`src/rtl/dim_pwm_pkg.sv`:
```
package dim_pwm_pkg;
    typedef enum logic [1:0] {
        ST_RUN   = 2'd0,
        ST_WAIT  = 2'd1,
        ST_APPLY = 2'd2
    } seq_state_t;

    typedef enum logic [1:0] {
        BEH_FOLLOW = 2'd0,
        BEH_FLASH  = 2'd1,
        BEH_HOLD   = 2'd2,
        BEH_TOGGLE = 2'd3
    } beh_t;

    localparam int unsigned DUTY_W = 4;
endpackage

```
`src/rtl/dim_pwm_gen.sv`:
```
module dim_pwm_gen
    import dim_pwm_pkg::*;
(
    input  logic              clk_i,
    input  logic              rst_ni,
    input  logic [DUTY_W-1:0] duty_i,
    output logic [DUTY_W-1:0] cnt_o,
    output logic              wave_o,
    output logic              wrap_o
);
    logic [DUTY_W-1:0] cnt_q;

    always_ff @(posedge clk_i) begin
        if (!rst_ni) cnt_q <= '0;
        else         cnt_q <= cnt_q + 1'b1;
    end

    assign cnt_o  = cnt_q;
    assign wave_o = (cnt_q < duty_i);
    assign wrap_o = (cnt_q == {DUTY_W{1'b1}});
endmodule

```
`src/rtl/dim_btn_seq.sv`:
```
module dim_btn_seq
    import dim_pwm_pkg::*;
#(
    parameter int unsigned NPIN  = 10,
    parameter int unsigned DLY_W = 4
) (
    input  logic             clk_i,
    input  logic             rst_ni,
    input  logic [NPIN-1:0]  btn_i,
    input  logic [DLY_W-1:0] dly_i,
    input  logic             wrap_i,
    output logic [NPIN-1:0]  eff_o,
    output logic [NPIN-1:0]  rise_o,
    output logic [NPIN-1:0]  fall_o,
    output seq_state_t       state_o
);
    seq_state_t       state_q, state_d;
    logic [NPIN-1:0]  btn_q, eff_q;
    logic [DLY_W-1:0] dcnt_q, dcnt_d;

    always_comb begin
        state_d = state_q;
        dcnt_d  = dcnt_q;
        unique case (state_q)
            ST_RUN: begin
                if (btn_q != eff_q) begin
                    dcnt_d  = dly_i;
                    state_d = (dly_i == '0) ? ST_APPLY : ST_WAIT;
                end
            end
            ST_WAIT: begin
                if (wrap_i) begin
                    if (dcnt_q <= 1) state_d = ST_APPLY;
                    else             dcnt_d  = dcnt_q - 1'b1;
                end
            end
            ST_APPLY: state_d = ST_RUN;
            default:  state_d = ST_RUN;
        endcase
    end

    always_ff @(posedge clk_i) begin
        if (!rst_ni) begin
            state_q <= ST_RUN;
            dcnt_q  <= '0;
            btn_q   <= '0;
            eff_q   <= '0;
        end else begin
            state_q <= state_d;
            dcnt_q  <= dcnt_d;
            btn_q   <= btn_i;
            if (state_q == ST_APPLY) eff_q <= btn_q;
        end
    end

    always_comb begin
        eff_o   = eff_q;
        state_o = state_q;
        rise_o  = '0;
        fall_o  = '0;
        if (state_q == ST_APPLY) begin
            rise_o = btn_q & ~eff_q;
            fall_o = ~btn_q & eff_q;
        end
    end
endmodule

```
`src/rtl/dim_pin_mux.sv`:
```
module dim_pin_mux
    import dim_pwm_pkg::*;
#(
    parameter int unsigned NPIN = 10
) (
    input  logic            clk_i,
    input  logic            rst_ni,
    input  logic [1:0]      mode_i,
    input  logic            wave_i,
    input  logic [NPIN-1:0] eff_i,
    input  logic [NPIN-1:0] rise_i,
    input  logic [NPIN-1:0] fall_i,
    input  logic [NPIN-1:0] en_i,
    input  logic [NPIN-1:0] out_reg_i,
    output beh_t            mode_o,
    output logic [NPIN-1:0] pin_o
);
    beh_t            mode_q;
    logic [NPIN-1:0] latch_q, pin_q;

    always_ff @(posedge clk_i) begin
        if (!rst_ni) begin
            mode_q  <= BEH_FOLLOW;
            latch_q <= '0;
        end else if (beh_t'(mode_i) != mode_q) begin
            mode_q  <= beh_t'(mode_i);
            latch_q <= '0;
        end else begin
            unique case (mode_q)
                BEH_HOLD:   latch_q <= latch_q | fall_i;
                BEH_TOGGLE: latch_q <= latch_q ^ (rise_i | fall_i);
                default:    latch_q <= latch_q;
            endcase
        end
    end

    for (genvar g = 0; g < NPIN; g++) begin : g_pin
        logic sel;
        always_comb begin
            unique case (mode_q)
                BEH_FOLLOW: sel = eff_i[g] ? 1'b1 : wave_i;
                BEH_FLASH:  sel = eff_i[g] ? wave_i : 1'b0;
                default:    sel = latch_q[g] ? wave_i : 1'b0;
            endcase
        end
        always_ff @(posedge clk_i) begin
            if (!rst_ni) pin_q[g] <= 1'b0;
            else         pin_q[g] <= en_i[g] ? sel : out_reg_i[g];
        end
    end

    assign pin_o  = pin_q;
    assign mode_o = mode_q;
endmodule

```
`src/rtl/dim_pwm_ctrl.sv`:
```
module dim_pwm_ctrl
    import dim_pwm_pkg::*;
#(
    parameter int unsigned NPIN  = 10,
    parameter int unsigned DLY_W = 4
) (
    input  logic             clk_i,
    input  logic             rst_ni,
    input  logic [NPIN-1:0]  btn_i,
    input  logic [NPIN-1:0]  en_i,
    input  logic [NPIN-1:0]  out_reg_i,
    input  logic [3:0]       duty_i,
    input  logic [1:0]       mode_i,
    input  logic [DLY_W-1:0] dly_i,
    output logic [NPIN-1:0]  pin_o
);
    logic [DUTY_W-1:0] cnt;
    logic              wave, wrap;
    logic [NPIN-1:0]   eff_btn, rise, fall;
    seq_state_t        seq_state;
    beh_t              mode_q;

    dim_pwm_gen u_gen (
        .clk_i  (clk_i),
        .rst_ni (rst_ni),
        .duty_i (duty_i),
        .cnt_o  (cnt),
        .wave_o (wave),
        .wrap_o (wrap)
    );

    dim_btn_seq #(.NPIN(NPIN), .DLY_W(DLY_W)) u_seq (
        .clk_i   (clk_i),
        .rst_ni  (rst_ni),
        .btn_i   (btn_i),
        .dly_i   (dly_i),
        .wrap_i  (wrap),
        .eff_o   (eff_btn),
        .rise_o  (rise),
        .fall_o  (fall),
        .state_o (seq_state)
    );

    dim_pin_mux #(.NPIN(NPIN)) u_mux (
        .clk_i     (clk_i),
        .rst_ni    (rst_ni),
        .mode_i    (mode_i),
        .wave_i    (wave),
        .eff_i     (eff_btn),
        .rise_i    (rise),
        .fall_i    (fall),
        .en_i      (en_i),
        .out_reg_i (out_reg_i),
        .mode_o    (mode_q),
        .pin_o     (pin_o)
    );
endmodule

```
`config.mk`:
```
export PLATFORM = sky130hd
export DESIGN_NAME = dim_pwm_ctrl
export DESIGN_NICKNAME = d
export VERILOG_FILES = /design/src/rtl/dim_pwm_pkg.sv /design/src/rtl/dim_pwm_gen.sv /design/src/rtl/dim_btn_seq.sv /design/src/rtl/dim_pin_mux.sv /design/src/rtl/dim_pwm_ctrl.sv
export SDC_FILE = /design/constraint.sdc
export NUM_CORES = 1
export LEC_CHECK = 0
export ABC_AREA = 1
export BUFFER_PORTS_ARGS = -buffer_cell sky130_fd_sc_hd__buf_4
export CAP_MARGIN = 0
export CORE_ASPECT_RATIO = 0.8
export CORE_MARGIN = 3
export CORE_UTILIZATION = 30
export CTS_BUF_LIST = sky130_fd_sc_hd__clkbuf_2 sky130_fd_sc_hd__clkbuf_4 sky130_fd_sc_hd__clkbuf_8
export CTS_CLUSTER_SIZE = 28
export DETAILED_ROUTE_END_ITERATION = 8
export GPL_TIMING_DRIVEN = 0
export SETUP_SLACK_MARGIN = 0.4
export SLEW_MARGIN = 20
export SYNTH_ARGS = -nofsm -noshare
export SYNTH_HDL_FRONTEND = slang
export SYNTH_SLANG_ARGS = --single-unit
```
`constraint.sdc`:
```
create_clock -name clk_i -period 2.3 [get_ports clk_i]
set_input_delay 0.46 -clock clk_i [delete_from_list [all_inputs] [get_ports clk_i]]
set_output_delay 0.46 -clock clk_i [all_outputs]
set_load 0.03 [all_outputs]
```
==> flow_metrics.py, run 1 <==
metrics = {
    "outcome": {
        "status": "complete, no violations",
    },
    "timing": {
        "worst_slew_pin_slew_ns": 0.598,
        "clock_skew_ns": 0.0179,
        "setup-tns-final_ns": 0,
        "min_period_ns": 1.56,
        "setup_violations": 0,
        "finalHoldViolCount": 0,
        "maxSlewHeadroom_pct": 60.2,
        "timing.fmax_ghz": 0.640,
        "final-max-slew-violation-count": 0,
        "fin_crit_sh_pct": 67.9,
        "rsz0062_at_grt": "no",
    },
    "logic_synthesis": {
        "synth_area_per_cell_um2": 7.02,
        "synthSimpleGateAreaFrac_pct": 24.6,
        "yosys.area.top_type": "dfxtp_1",
        "yosys_register_bits": 52,
        "synthFlopType": "dfxtp_1",
        "synth-xor-area-share_pct": 1.56,
        "yosysTopAreaCellShare_pct": 37.2,
        "synthesis.area_mm2": 0.00280,
        "synth_top_family_by_area": "simple AND/OR/NAND/NOR gates",
        "ys_types": 24,
        "synth_edf_count": 0,
        "async_flop_share_pct": 0,
        "yosysWarnings": 0,
        "yosys.cell_count.top_type": "nand2_1",
        "synth_compound_area_share_pct": 14.1,
        "ys_seq_area_share_pct": 37.2,
        "synth_fp_nets": 467,
        "synthMuxAreaShare_pct": 0,
        "syn_inst": 399,
        "synthTopCellsByCount": "nand2_1, inv_1, dfxtp_1",
        "synthTopCellsByArea": "dfxtp_1, nand2_1, ha_1",
        "synth_fa_ha_area_share_pct": 11.6,
    },
    "placed_design": {
        "dp_hpwl_mm": 5.00,
        "place.gp.congestion": 0.788,
        "port-buffer-count": 51,
    },
    "critical_path": {
        "required_ns": 2.52,
        "cp-start-kind": "flop",
        "ff2ff_path_depth": 9,
        "rr_startpoint": "u_seq.eff_o[9]",
        "cp_max_fo": 8,
        "worstSetupStartpoint": "u_seq.eff_o[9]",
        "r2r_slack_ns": 0.74,
        "cpMostUsedCell": "nand2_1",
        "endpoint_kind": "flop",
        "critPathKind": "reg2reg",
        "cp_slowest_cell": "dfxtp_1",
        "endpoint": "u_seq.dcnt_q[0]",
        "cpPeakStageDelay_ns": 0.40,
        "r2r_end": "u_seq.dcnt_q[0]",
        "worstPathCellList": "inv_1 -> ha_1 -> nand2_1 -> nor2_1 -> nand3_2 -> nand3_2 -> nand2_1 -> nand2_1 -> nor2_1",
        "worstPathArrival_ns": 1.78,
    },
    "power": {
        "power_switching_mw": 0.851,
        "combPwrFrac_pct": 31.5,
        "powerDensity_mw_per_mm2": 692,
        "seqPwrFrac_pct": 46.1,
        "power_frac_clock_pct": 22.5,
        "p_leak_nw": 1.65,
        "p_int_mw": 1.51,
        "swShare_pct": 36.0,
        "finalPower_mw": 2.36,
        "ir_worst_vdd_uv": 333,
    },
    "cts": {
        "clkLatencyLatePin_ns": 0.32,
        "htreeDepth": 2,
        "post_cts_resized": 0,
        "clk_path_buf_depth": 2,
        "holdBufCountCts": 0,
        "clk_pin_slew_ns": 0.10,
        "cts_setup_buffers": 0,
        "cts.sinks": 52,
        "cts_root_buf": "clkbuf_8",
        "cts_tree": "built",
        "numCtsBuffers": 5,
    },
    "final_layout": {
        "drive_gt1_share_pct": 16.4,
        "area.growth.synth_to_final_pct": 21.8,
        "antenna_cells": 0,
        "nFillCells": 939,
        "finalNetCount": 525,
    },
    "route": {
        "wire_per_inst_um": 11.6,
        "vias": 2526,
        "totalWireLength_mm": 6.59,
        "vias_per_cell": 4.43,
        "initialDrtViolationCount": 82,
        "detail-route-antenna-nets": 0,
        "drt_pass1_iterations": 4,
        "drc": 0,
    },
    "floorplanning": {
        "chipHeight_um": 92.4,
        "boundaryPins": 52,
        "initial_core_util_pct": 31.9,
        "dieArea_mm2": 0.0105,
        "std_cell_rows": 30,
        "core_area_mm2": 0.00878,
        "die-width_um": 114,
    },
    "global_routing": {
        "grt_pass1_wl_mm": 10.8,
        "antenna_found_initial": 0,
        "grt_overflow": 0,
        "grt_max_degree": 17,
        "grt_pass1_vias": 2308,
        "grt_usage_pct": 12.7,
    },
    "hold_path": {
        "hold_class": "in2reg",
    },
    "flow_run": {
        "maxCapViolCount": 0,
    },
}
[worst min path at each step]
stage | from | to | slack, ns | cells after the start
global placement | u_gen.cnt_o[0] | u_gen.cnt_o[0] | 0.45 | 1
detailed placement | u_gen.cnt_o[0] | u_gen.cnt_o[0] | 0.45 | 1
finish | en_i[2] | u_mux.pin_o[2] | 0.31 | 2
floorplan | u_gen.cnt_o[0] | u_gen.cnt_o[0] | 0.43 | 1
global route | en_i[0] | u_mux.pin_o[0] | 0.31 | 2
CTS | en_i[2] | u_mux.pin_o[2] | 0.31 | 2
[state kept, by name (all words and copies together), names as in the netlist]
| register | count |
|---|---|
| u_seq.dcnt_q | 4 |
| u_seq.state_o | 2 |
| u_gen.cnt_o | 4 |
| u_seq.btn_q | 10 |
| u_seq.eff_o | 10 |
| u_mux.pin_o | 10 |
| u_mux.latch_q | 10 |
| u_mux.mode_o | 2 |
[layout make-up]
cell class	instances	area [um^2]	area share, %
Clock inverter	3	18.8	0.550
Timing Repair Buffer	51	383	11.2
Tap cell	112	140	4.11
Clock buffer	5	68.8	2.02
Sequential cell	52	1040	30.5
Buffer	12	71.3	2.09
Multi-Input combinational cell	272	1450	42.6
Inverter	63	236	6.93
[cell families after synthesis]
family | count (synthesis)
AOI/OAI and AO/OA | 77
adders and majority gates | 26
xor gates and xnor gates | 5
DFF | 52
buffers and inverters | 75
and+or+nand+nor | 164
[stage by stage]
| stage | setup slack (ns) | hold slack (ns) | instances | area, um^2 | utilization (%) |
|---|---|---|---|---|---|
| 2_1_floorplan | 0.927 | 0.430 | 399 | 2800 | - |
| 4_1_cts | 0.721 | 0.310 | 570 | 3410 | 38.8 |
| 3_3_place_gp | 0.608 | 0.449 | 562 | 3320 | 37.8 |
| 3_5_place_dp | 0.588 | 0.455 | 562 | 3320 | 37.8 |
| 5_1_grt | 0.520 | 0.305 | 570 | 3410 | 38.8 |
| 6_report | 0.738 | 0.314 | 570 | 3410 | 38.8 |
[placed cells by master (no fill, tap or decap), drive strengths merged]
cell type | Yosys | routed
ha | 26 | 26
nor4 | 6 | 6
xnor2 | 2 | 2
nor3 | 8 | 8
inv | 63 | 63
a21oi | 32 | 32
xor2 | 3 | 3
o22ai | 3 | 3
nor2 | 42 | 42
o211ai | 1 | 1
nand2 | 93 | 93
dfxtp | 52 | 52
clkinv | 0 | 3
nand3 | 14 | 14
o21bai | 1 | 1
clkbuf | 6 | 11
o21ai | 40 | 40
buf | 6 | 57
nand4 | 1 | 1
[routing by layer]
layer / routed length [um] / up-vias / GRT usage [%] / share of wire [%]
li1: - / 1379 / - / -
met1: 3390 / 1086 / 17.8 / 51
met2: 2800 / 61 / 20.0 / 42
met3: 398 / 0 / 3.00 / 6.0
met4: 0 / 0 / 2.37 / 0
met5: 0 / - / 0 / 0
[power groups by stage]
stage          Clock, mW  Sequential [mW]  Combinational [mW]
6_report           0.531             1.09               0.743
3_5_place_dp           0             1.11               0.739
4_1_cts            0.549             1.09               0.743
3_3_place_gp           0             1.10               0.727
2_1_floorplan          0             1.12               0.501
5_1_grt            0.585             1.10               0.863
[worst max-delay path, delay by kind of cell (launching register included)]
family                     cells  cell delay (ns)
adders and majority gates      1             0.27
and+or+nand+nor                7             0.72
buffers and inverters          1             0.07
DFF                            1             0.40
Note: power is estimated with default switching activity, not from simulation.
==> inputs of run 2 (changes only) <==
--- a/config.mk
+++ b/config.mk
@@ -5,7 +5,7 @@
 export SDC_FILE = /design/constraint.sdc
 export NUM_CORES = 1
 export LEC_CHECK = 0
-export ABC_AREA = 1
+export ABC_AREA = 0
 export BUFFER_PORTS_ARGS = -buffer_cell sky130_fd_sc_hd__buf_4
 export CAP_MARGIN = 0
 export CORE_ASPECT_RATIO = 0.8
==> constraint.sdc (replaced) <==
create_clock -name clk_i -period 1.3 [get_ports clk_i]
set_input_delay 0.26 -clock clk_i [delete_from_list [all_inputs] [get_ports clk_i]]
set_output_delay 0.26 -clock clk_i [all_outputs]
set_load 0.03 [all_outputs]
==> run 2 against run 1 <==
Effect of this change: the flow now finishes with violations (negative setup slack); total power up 95%; sequential cell count stayed put; synthesized cell count decreased by 15%; sequential power up 75%; final cell count is 5.8% lower; largest cell class unchanged.
==> flow_metrics.py, run 2 <==
metrics = {
    "global_routing": {
        "antenna_found_initial": 0,
        "grt_max_degree": 16,
        "grt_overflow": 0,
        "grtUsageMet2_pct": 26.3,
        "grt_pass1_vias": 2631,
        "use_met3_pct": 3.13,
        "grt_pass1_wl_mm": 13.0,
        "grt-busiest-layer": "met2",
        "grt_usage_pct": 15.8,
        "grt_use_met1_pct": 21.1,
    },
    "placed_design": {
        "dpl_worst_slack_ns": -0.502,
        "dpl.cell_count": 502,
        "placed_area_mm2": 0.00339,
        "place.gp.congestion": 0.794,
        "port-buffer-count": 51,
        "dp_hpwl_mm": 5.23,
    },
    "power": {
        "finalPower_mw": 4.61,
        "powerDensity_mw_per_mm2": 1100,
        "ir_worst_vdd_uv": 521,
        "p_leak_nw": 1.62,
    },
    "critical_path": {
        "cp-start-kind": "flop",
        "worstPathArrival_ns": 1.92,
        "required_ns": 1.51,
        "critPathKind": "reg2reg",
        "cp_max_fo": 7,
        "endpoint_kind": "flop",
    },
    "logic_synthesis": {
        "async_flop_share_pct": 0,
        "yosys_register_bits": 52,
        "synthTopCellsByArea": "dfxtp_1, ha_1, a21oi_1",
        "ys_types": 36,
        "synth_edf_count": 0,
        "ys_seq_area_share_pct": 37.9,
        "synthesis.area_mm2": 0.00274,
        "synthFlopType": "dfxtp_1",
        "yosys.area.top_type": "dfxtp_1",
        "synth_fp_nets": 407,
        "syn_inst": 339,
        "yosys.cell_count.top_type": "dfxtp_1",
        "yosysWarnings": 0,
        "yosysTopAreaCellShare_pct": 37.9,
        "synth_area_per_cell_um2": 8.09,
        "synthTopCellsByCount": "dfxtp_1, a21oi_1, inv_1",
    },
    "final_layout": {
        "fin_cells": 537,
        "final_common_cell": "buf_4",
        "area.growth.synth_to_final_pct": 52.4,
        "stdcell_area_mm2": 0.00418,
        "layout_common_cells": "buf_4, inv_1, a21oi_1, dfxtp_1, nand2_1",
        "nFillCells": 799,
        "antenna_cells": 0,
        "drive_gt1_share_pct": 50.1,
        "finalNetCount": 492,
    },
    "timing": {
        "worst_slew_pin_slew_ns": 0.661,
        "clock_skew_ns": 0.00464,
        "min_period_ns": 1.71,
        "setup_violations": 15,
        "timing.fmax_ghz": 0.584,
        "final-max-slew-violation-count": 0,
        "fin_crit_sh_pct": 132,
        "setup-tns-final_ns": -4.03,
        "finalHoldViolCount": 0,
        "rsz0062_at_grt": "yes",
        "worst_slack_ns": -0.412,
        "maxSlewHeadroom_pct": 56.0,
    },
    "outcome": {
        "violations": "negative setup slack",
        "status": "finished with violations",
    },
    "cts": {
        "clkLatencyLatePin_ns": 0.31,
        "holdBufCountCts": 0,
        "clk_path_buf_depth": 2,
        "cts_root_buf": "clkbuf_8",
        "cts_tree": "built",
        "htreeDepth": 2,
        "numCtsBuffers": 5,
        "clk_pin_slew_ns": 0.10,
        "cts.sinks": 52,
    },
    "flow_run": {
        "maxCapViolCount": 0,
    },
    "route": {
        "drc": 0,
        "totalWireLength_mm": 8.21,
        "initialDrtViolationCount": 130,
        "wire_per_inst_um": 15.3,
        "vias": 2624,
        "detail-route-antenna-nets": 0,
        "vias_per_cell": 4.89,
        "drt_pass1_iterations": 4,
    },
    "floorplanning": {
        "std_cell_rows": 30,
        "dieArea_mm2": 0.0103,
        "boundaryPins": 52,
        "core_area_mm2": 0.00867,
        "initial_core_util_pct": 31.6,
        "chipHeight_um": 91.5,
        "die-width_um": 113,
    },
    "hold_path": {
        "hold_class": "in2reg",
    },
}
[run 2: cell count changes after synthesis, moves of 11 or more]
cell     before  now
a21oi_1      32   43
and2_1        0   17
inv_1        59   36
nand2_1      91   35
nor2_1       41   19
nor3b_1       0   11
o21ai_0      37   13
[run 2: final cells by class]
type | instances | area [um^2] | area share (%)
clock inverter | 2 | 10.0 | 0.239
tap | 112 | 140 | 3.35
sequential | 52 | 1100 | 26.4
timing repair buffer | 78 | 673 | 16.1
multi-input combinational | 237 | 1910 | 45.6
inverter | 36 | 138 | 3.29
clock buffer | 6 | 82.6 | 1.97
buffer | 14 | 128 | 3.05
[run 2: kinds of logic (layout without fill, tap and decap cells)]
kind of cell / Yosys count / in the layout / synth area share (%)
xor+xnor: 4 / 4 / 1.28
buf+inv: 50 / 136 / 6.98
fa+ha+maj: 27 / 27 / 12.2
compound gates: 87 / 87 / 19.2
flops: 52 / 52 / 37.9
simple gates: 119 / 119 / 22.4
[run 2: worst paths after layout]
check	startpoint	depth (start not counted)	end	slack (ns)
setup reg to reg	u_seq.eff_o[4]	7	u_seq.dcnt_q[0]	-0.41
setup / recovery	u_seq.eff_o[4]	7	u_seq.dcnt_q[0]	-0.41
hold reg to reg	u_seq.btn_q[1]	2	u_seq.eff_o[1]	0.49
hold / removal	en_i[9]	2	u_mux.pin_o[9]	0.11
[run 2: worst max-delay path: stages (launching register included)]
cell and delay (ns):
dfxtp_4 0.37, inv_4 0.04, ha_4 0.24, nand4_1 0.12
or3_4 0.41, nand3_4 0.15, a21oi_2 0.05, o221a_1 0.23
[run 2: per-layer routing]
layer	wire length, um	share of wire [%]	vias to the layer above
met4	73	0.89	0
met3	470	5.7	9
met1	3750	46	1230
li1	-	-	1321
met5	0	0	-
met2	3910	48	64
[run 2: power breakdown]
group / leakage [nW] / switching, mW / internal [mW]
registers: 0.441 / 0.141 / 1.77
logic: 1.13 / 0.854 / 0.858
clock network: 0.0510 / 0.565 / 0.427
[run 2: metrics by stage]
step	utilization, %	hold slack (ns)
floorplan	-	0.354
global placement	39.1	0.449
detailed placement	39.1	0.455
CTS	45.6	0.111
global route	48.2	0.111
finish	48.2	0.112
[run 2: what timing repair did]
action                     4_1_cts  5_1_grt
setup buffers                   21        4
gates cloned                     2        0
setup endpoints to repair       49       48
pin swaps                       15       15
gates resized for setup         84       49
